===== src/rtl/i2c_irq_pkg.sv =====
// Package: shared widths, register addresses and bit masks for the
// interrupt status controller. Assumes a 16-bit register file.
package i2c_irq_pkg;
    localparam int REG_W   = 16;
    localparam int ADDR_W  = 3;
    localparam int VEC_SRC = 5;                 // events reported through the vector
    localparam int BUSY_POS = 12;

    localparam logic [ADDR_W-1:0] ADDR_STAT  = 3'd0;
    localparam logic [ADDR_W-1:0] ADDR_EN    = 3'd1;
    localparam logic [ADDR_W-1:0] ADDR_ENSET = 3'd2;
    localparam logic [ADDR_W-1:0] ADDR_ENCLR = 3'd3;
    localparam logic [ADDR_W-1:0] ADDR_VEC   = 3'd4;
    localparam logic [ADDR_W-1:0] ADDR_WAKE  = 3'd5;

    // latched event positions (bus-busy excluded: it is live)
    localparam logic [REG_W-1:0] STAT_MASK = 16'h6F1F;
    // positions that can raise the interrupt line
    localparam logic [REG_W-1:0] EN_MASK   = 16'h601F;
    // positions kept in the wake-enable register
    localparam logic [REG_W-1:0] WAKE_MASK = 16'h636F;
endpackage


===== src/rtl/irq_status_bank.sv =====
// Sticky status flags. Each position allowed by LATCH_MASK latches its
// event strobe and holds it until a clear request. A set in the same
// cycle as a clear wins. Assumes strobes are synchronous to clk.
module irq_status_bank #(
    parameter int                 W          = 16,
    parameter logic [W-1:0]       LATCH_MASK = '1
) (
    input  logic         clk,
    input  logic         rst_n,
    input  logic [W-1:0] set_i,
    input  logic [W-1:0] clr_i,
    output logic [W-1:0] stat_o
);
    logic [W-1:0] stat_q;
    logic [W-1:0] stat_nxt;

    // per-bit next state; positions outside the mask are tied low
    for (genvar g = 0; g < W; g++) begin : g_bit
        if (LATCH_MASK[g]) begin : g_live
            assign stat_nxt[g] = set_i[g] | (stat_q[g] & ~clr_i[g]);
        end else begin : g_dead
            assign stat_nxt[g] = 1'b0;
        end
    end

    // flag register with synchronous reset
    always_ff @(posedge clk) begin
        if (!rst_n) stat_q <= '0;
        else        stat_q <= stat_nxt;
    end

    assign stat_o = stat_q;
endmodule


===== src/rtl/irq_enable_mask.sv =====
// Interrupt enable mask with three write forms: whole-word load,
// set-where-one and clear-where-one. Only KEEP_MASK positions exist.
// Assumes at most one of the three write strobes per cycle.
module irq_enable_mask #(
    parameter int           W         = 16,
    parameter logic [W-1:0] KEEP_MASK = '1
) (
    input  logic         clk,
    input  logic         rst_n,
    input  logic         load_i,
    input  logic         set_i,
    input  logic         clr_i,
    input  logic [W-1:0] data_i,
    output logic [W-1:0] en_o
);
    logic [W-1:0] en_q;
    logic [W-1:0] en_nxt;

    // choose the update form
    always_comb begin
        en_nxt = en_q;
        if (load_i)     en_nxt = data_i;
        else if (set_i) en_nxt = en_q | data_i;
        else if (clr_i) en_nxt = en_q & ~data_i;
    end

    // mask register with synchronous reset
    always_ff @(posedge clk) begin
        if (!rst_n) en_q <= '0;
        else        en_q <= en_nxt & KEEP_MASK;
    end

    assign en_o = en_q;
endmodule


===== src/rtl/irq_vector_enc.sv =====
// Priority encoder for the legacy vector: lowest pending source index
// wins and is reported as index+1; 0 means nothing pending. Also gives
// a one-hot of the reported source so it can be cleared.
module irq_vector_enc #(
    parameter int N_SRC  = 5,
    parameter int CODE_W = $clog2(N_SRC + 1)
) (
    input  logic [N_SRC-1:0]  pend_i,
    output logic [CODE_W-1:0] code_o,
    output logic [N_SRC-1:0]  hit_o
);
    // scan from high to low so the lowest index is assigned last
    always_comb begin
        code_o = '0;
        hit_o  = '0;
        for (int i = N_SRC - 1; i >= 0; i--) begin
            if (pend_i[i]) begin
                code_o = CODE_W'(i + 1);
                hit_o  = N_SRC'(1) << i;
            end
        end
    end
endmodule


===== src/rtl/i2c_irq_ctrl.sv =====
// Top: interrupt status, enable and vector registers for an I2C master.
// Event strobes become sticky flags; enabled flags drive a registered
// interrupt; a vector read reports and clears the most urgent bus event.
// Assumes one-cycle read/write strobes and no simultaneous read+write.
module i2c_irq_ctrl
    import i2c_irq_pkg::*;
(
    input  logic              clk,
    input  logic              rst_n,
    input  logic [REG_W-1:0]  evt_i,
    input  logic              bus_busy_i,
    input  logic              reg_wr_i,
    input  logic              reg_rd_i,
    input  logic [ADDR_W-1:0] reg_addr_i,
    input  logic [REG_W-1:0]  reg_wdata_i,
    output logic [REG_W-1:0]  reg_rdata_o,
    output logic              irq_o
);
    localparam int CODE_W = $clog2(VEC_SRC + 1);

    logic [REG_W-1:0]   stat_q;
    logic [REG_W-1:0]   en_q;
    logic [REG_W-1:0]   wake_q;
    logic [REG_W-1:0]   stat_clr;
    logic [CODE_W-1:0]  vec_code;
    logic [VEC_SRC-1:0] vec_hit;
    logic               vec_rd;
    logic               irq_q;

    assign vec_rd = reg_rd_i && (reg_addr_i == ADDR_VEC);

    irq_vector_enc #(.N_SRC(VEC_SRC), .CODE_W(CODE_W)) u_vec (
        .pend_i (stat_q[VEC_SRC-1:0]),
        .code_o (vec_code),
        .hit_o  (vec_hit)
    );

    // merge the clear sources: status write-one and vector read
    always_comb begin
        stat_clr = '0;
        if (reg_wr_i && (reg_addr_i == ADDR_STAT)) stat_clr = reg_wdata_i;
        if (vec_rd) stat_clr[VEC_SRC-1:0] = stat_clr[VEC_SRC-1:0] | vec_hit;
    end

    irq_status_bank #(.W(REG_W), .LATCH_MASK(STAT_MASK)) u_stat (
        .clk    (clk),
        .rst_n  (rst_n),
        .set_i  (evt_i),
        .clr_i  (stat_clr),
        .stat_o (stat_q)
    );

    irq_enable_mask #(.W(REG_W), .KEEP_MASK(EN_MASK)) u_en (
        .clk    (clk),
        .rst_n  (rst_n),
        .load_i (reg_wr_i && (reg_addr_i == ADDR_EN)),
        .set_i  (reg_wr_i && (reg_addr_i == ADDR_ENSET)),
        .clr_i  (reg_wr_i && (reg_addr_i == ADDR_ENCLR)),
        .data_i (reg_wdata_i),
        .en_o   (en_q)
    );

    // wake-enable register
    always_ff @(posedge clk) begin
        if (!rst_n) wake_q <= '0;
        else if (reg_wr_i && (reg_addr_i == ADDR_WAKE))
            wake_q <= reg_wdata_i & WAKE_MASK;
    end

    // registered interrupt request
    always_ff @(posedge clk) begin
        if (!rst_n) irq_q <= 1'b0;
        else        irq_q <= |(stat_q & en_q);
    end

    assign irq_o = irq_q;

    // read data mux; status shows the live bus-busy level
    always_comb begin
        reg_rdata_o = '0;
        if (reg_rd_i) begin
            case (reg_addr_i)
                ADDR_STAT: begin
                    reg_rdata_o = stat_q;
                    reg_rdata_o[BUSY_POS] = bus_busy_i;
                end
                ADDR_EN, ADDR_ENSET, ADDR_ENCLR: reg_rdata_o = en_q;
                ADDR_VEC:  reg_rdata_o = REG_W'(vec_code);
                ADDR_WAKE: reg_rdata_o = wake_q;
                default:   reg_rdata_o = '0;
            endcase
        end
    end
endmodule


===== config.mk =====
export PLATFORM = sky130hd
export DESIGN_NAME = i2c_irq_ctrl
export DESIGN_NICKNAME = d
export VERILOG_FILES = /design/src/rtl/i2c_irq_pkg.sv /design/src/rtl/irq_status_bank.sv /design/src/rtl/irq_enable_mask.sv /design/src/rtl/irq_vector_enc.sv /design/src/rtl/i2c_irq_ctrl.sv
export SDC_FILE = /design/constraint.sdc
export NUM_CORES = 1
export LEC_CHECK = 0
export BUFFER_PORTS_ARGS = -buffer_cell sky130_fd_sc_hd__buf_2
export CAP_MARGIN = 15
export CELL_PAD_IN_SITES_DETAIL_PLACEMENT = 1
export CELL_PAD_IN_SITES_GLOBAL_PLACEMENT = 1
export CORE_ASPECT_RATIO = 0.7
export CORE_UTILIZATION = 35
export CTS_CLUSTER_SIZE = 24
export DETAILED_ROUTE_END_ITERATION = 8
export GPL_ROUTABILITY_DRIVEN = 0
export PLACE_DENSITY_LB_ADDON = 0.1
export SETUP_SLACK_MARGIN = 0.5
export SLEW_MARGIN = 20
export SYNTH_ARGS = -nofsm -noshare
export SYNTH_HDL_FRONTEND = slang
export SYNTH_SLANG_ARGS = --single-unit
export TNS_END_PERCENT = 50

===== constraint.sdc =====
create_clock -name clk -period 1.2 [get_ports clk]
set_input_delay 0.12 -clock clk [delete_from_list [all_inputs] [get_ports clk]]
set_output_delay 0.12 -clock clk [all_outputs]
set_load 0.05 [all_outputs]

==> impl_metrics.ini <==
[status]
status = finished with violations
violations = setup timing

[logic_synthesis]
synthXorXnorAreaFrac_pct = 0
synth_fa_ha_area_share_pct = 0
muxShareOfSynthArea_pct = 0
synth_cells = 205
async_flop_share_pct = 0
synth_top_family_by_area = compound AO/OA/AOI/OAI gates
ys_seq_area_share_pct = 35.5
yosysUniqueCellTypes = 39
ys_top_cells_by_area = dfxtp_1, nand2_1, o21a_1, a21oi_1, nor2b_1
synth_warnings = 0
avgSynthCellArea_sq_um = 7.98
synth.cell_area_sq_mm = 0.00164
synth_edf_count = 0
netlist.area_leader.share_pct = 35.5
yosysTopAreaCell = dfxtp_1
synth_flop_cell = dfxtp_1
synth_compound_area_share_pct = 29.4
yosys_register_bits = 29
synth-simple-area-share_pct = 27.1

[clock_tree]
clock_latency_ns = 0.29
cts.sinks = 29
root_buffer = clkbuf_8
cts_buffer_depth = 2
h-tree-depth = 2
cts_tree = built
clkTransAtPathRegs_ns = 0.07
cts_buffers = 5

[pwr]
max-vdd-ir-drop_mv = 0.952
p_leak_nw = 1.31
powerDensity_mw_per_mm2 = 864
power_w = 0.00276

[sta]
finalSetupViolCount = 9
fin_ws_ns = -0.402
hold_viol = 0
period_needed_ns = 1.60
whs_ns = 0.0391
fin_crit_sh_pct = 133
rsz0062_at_grt = yes
max_freq_mhz = 624
drv_slew = 0
skew_ns = 0.00531

[placement]
dp_hpwl_mm = 4.99
placed_cell_area_sq_mm = 0.00245
numPortBuffers = 46
place_ws_ns = -0.211

[worst_setup_path]
endpoint = reg_rdata_o[2]
cpPeakStageDelay_ns = 0.36
cp-start-kind = flop
setup.worst_path.start = u_stat.stat_o[0]$_SDFF_PN0_
worstRegToRegCells = 4
slowest_stage = dfxtp_4
worstPathArrival_ns = 1.48
worst-path-max-fanout = 3
cp_data_required_time_ns = 1.08
r2r-start = u_stat.stat_o[1]$_SDFF_PN0_
path_cells = nor3_4 > o2111ai_4 > a31oi_4 > buf_6
ff2ff_setup_slack_ns = -0.13
r2r-end = irq_o$_SDFF_PN0_
crit_buf_inv = 1
cp_top_family = compound AO/OA/AOI/OAI gates
crit_type = reg2out
setup.worst_path.end_class = output port
path_depth = 4

[worst_hold_path]
min_from = evt_i[2]
hp-class = in2reg

[global_routing]
grt_max_degree = 15
grt_first_pass_wirelength_mm = 13.4
track_usage_pct = 36.9
antenna_found_initial = 0
grt_pass1_vias = 2336
grt_overflow_total = 0

[final_layout]
diodes = 0
regArea_sq_um = 613
finalInstanceArea_sq_mm = 0.00320
syn_to_final_growth_pct = 95.3
multi_input_area_sq_mm = 0.00149
layout_commonest_cell = buf_4
nets = 339
fillers = 454
utilization_pct = 72.6
drive_gt1_share_pct = 71.7
most-common-layout-cells = buf_4, buf_2, buf_6

[job]
cap_violations = 0

[drt]
first_iter_violations = 241
drt_first_pass_iters = 4
routed_wl_mm = 10.5
vias = 2304
avgViaCountPerCell = 6.49
drc = 0
ant_nets = 0
avgRoutedWirePerCell_um = 29.5

[floorplan]
num_rows = 20
die_w_um = 83.7
start_util_pct = 37.2
die_h_um = 59.2
io_pins = 57
die_area_sq_mm = 0.00496
core_sq_mm = 0.00440
## power by group
group | switching (W) | internal, W | leakage [nW]
combinational | 0.000472 | 0.000371 | 1.02
sequential | 0.0000597 | 0.00101 | 0.245
clock | 0.000449 | 0.000400 | 0.0439
## cells in the mapped netlist, drive strengths merged, types with 2 or more instances
master   instances
a22oi            2
nand3            4
inv              5
nand2           32
and3             2
dfxtp           29
a21boi           7
and2             3
clkbuf           6
nor2b            8
nor4b            2
o2111ai          3
nor2             5
nand4            7
a21oi           22
nand2b           5
o31ai            6
a221oi           3
o21a            15
o21ai            5
buf             11
nor3b            4
a31oi            7
## logic make-up after synthesis
logic type,after synthesis
AND/OR/NAND/NOR,79
AO/OA/AOI/OAI,73
flip-flops,29
buffers and inverters,23
other,1
## metal layers
layer | global-route usage (%) | wire length (um) | up-vias
met5 | 0 | 0 | -
met4 | 14.3 | 539 | 0
met3 | 9.33 | 870 | 49
met2 | 64.3 | 4910 | 168
met1 | 44.8 | 4160 | 1149
li1 | - | - | 938
## final cells by class
type	instances	area share [%]
Multi-Input combinational cell	155	46.7
Timing Repair Buffer	102	28.5
Sequential cell	29	19.2
Clock buffer	5	2.15
Tap cell	55	2.15
Inverter	6	0.783
Clock inverter	3	0.548
## stage by stage
stage / setup TNS (ns) / cells
floorplan: -0.0140 / 206
global placement: -2.77 / 327
detailed placement: -4.56 / 327
CTS: -1.29 / 349
global route: -2.26 / 355
finish: -2.04 / 355
## worst min path at each step
stage                                        to  cells after the start
floorplan           u_stat.stat_o[4]$_SDFF_PN0_                      1
global placement    u_stat.stat_o[1]$_SDFF_PN0_                      2
detailed placement  u_stat.stat_o[3]$_SDFF_PN0_                      2
CTS                 u_stat.stat_o[3]$_SDFF_PN0_                      2
global route        u_stat.stat_o[2]$_SDFF_PN0_                      2
finish              u_stat.stat_o[2]$_SDFF_PN0_                      2
## repair_timing
item,in CTS,in global routing
buffers inserted,12,6
hold buffers,0,0
gates resized for setup,123,21
setup endpoints to repair,44,44
pin swaps,50,42
cloned,2,0
No activity file was read; power rests on OpenSTA's default activity.
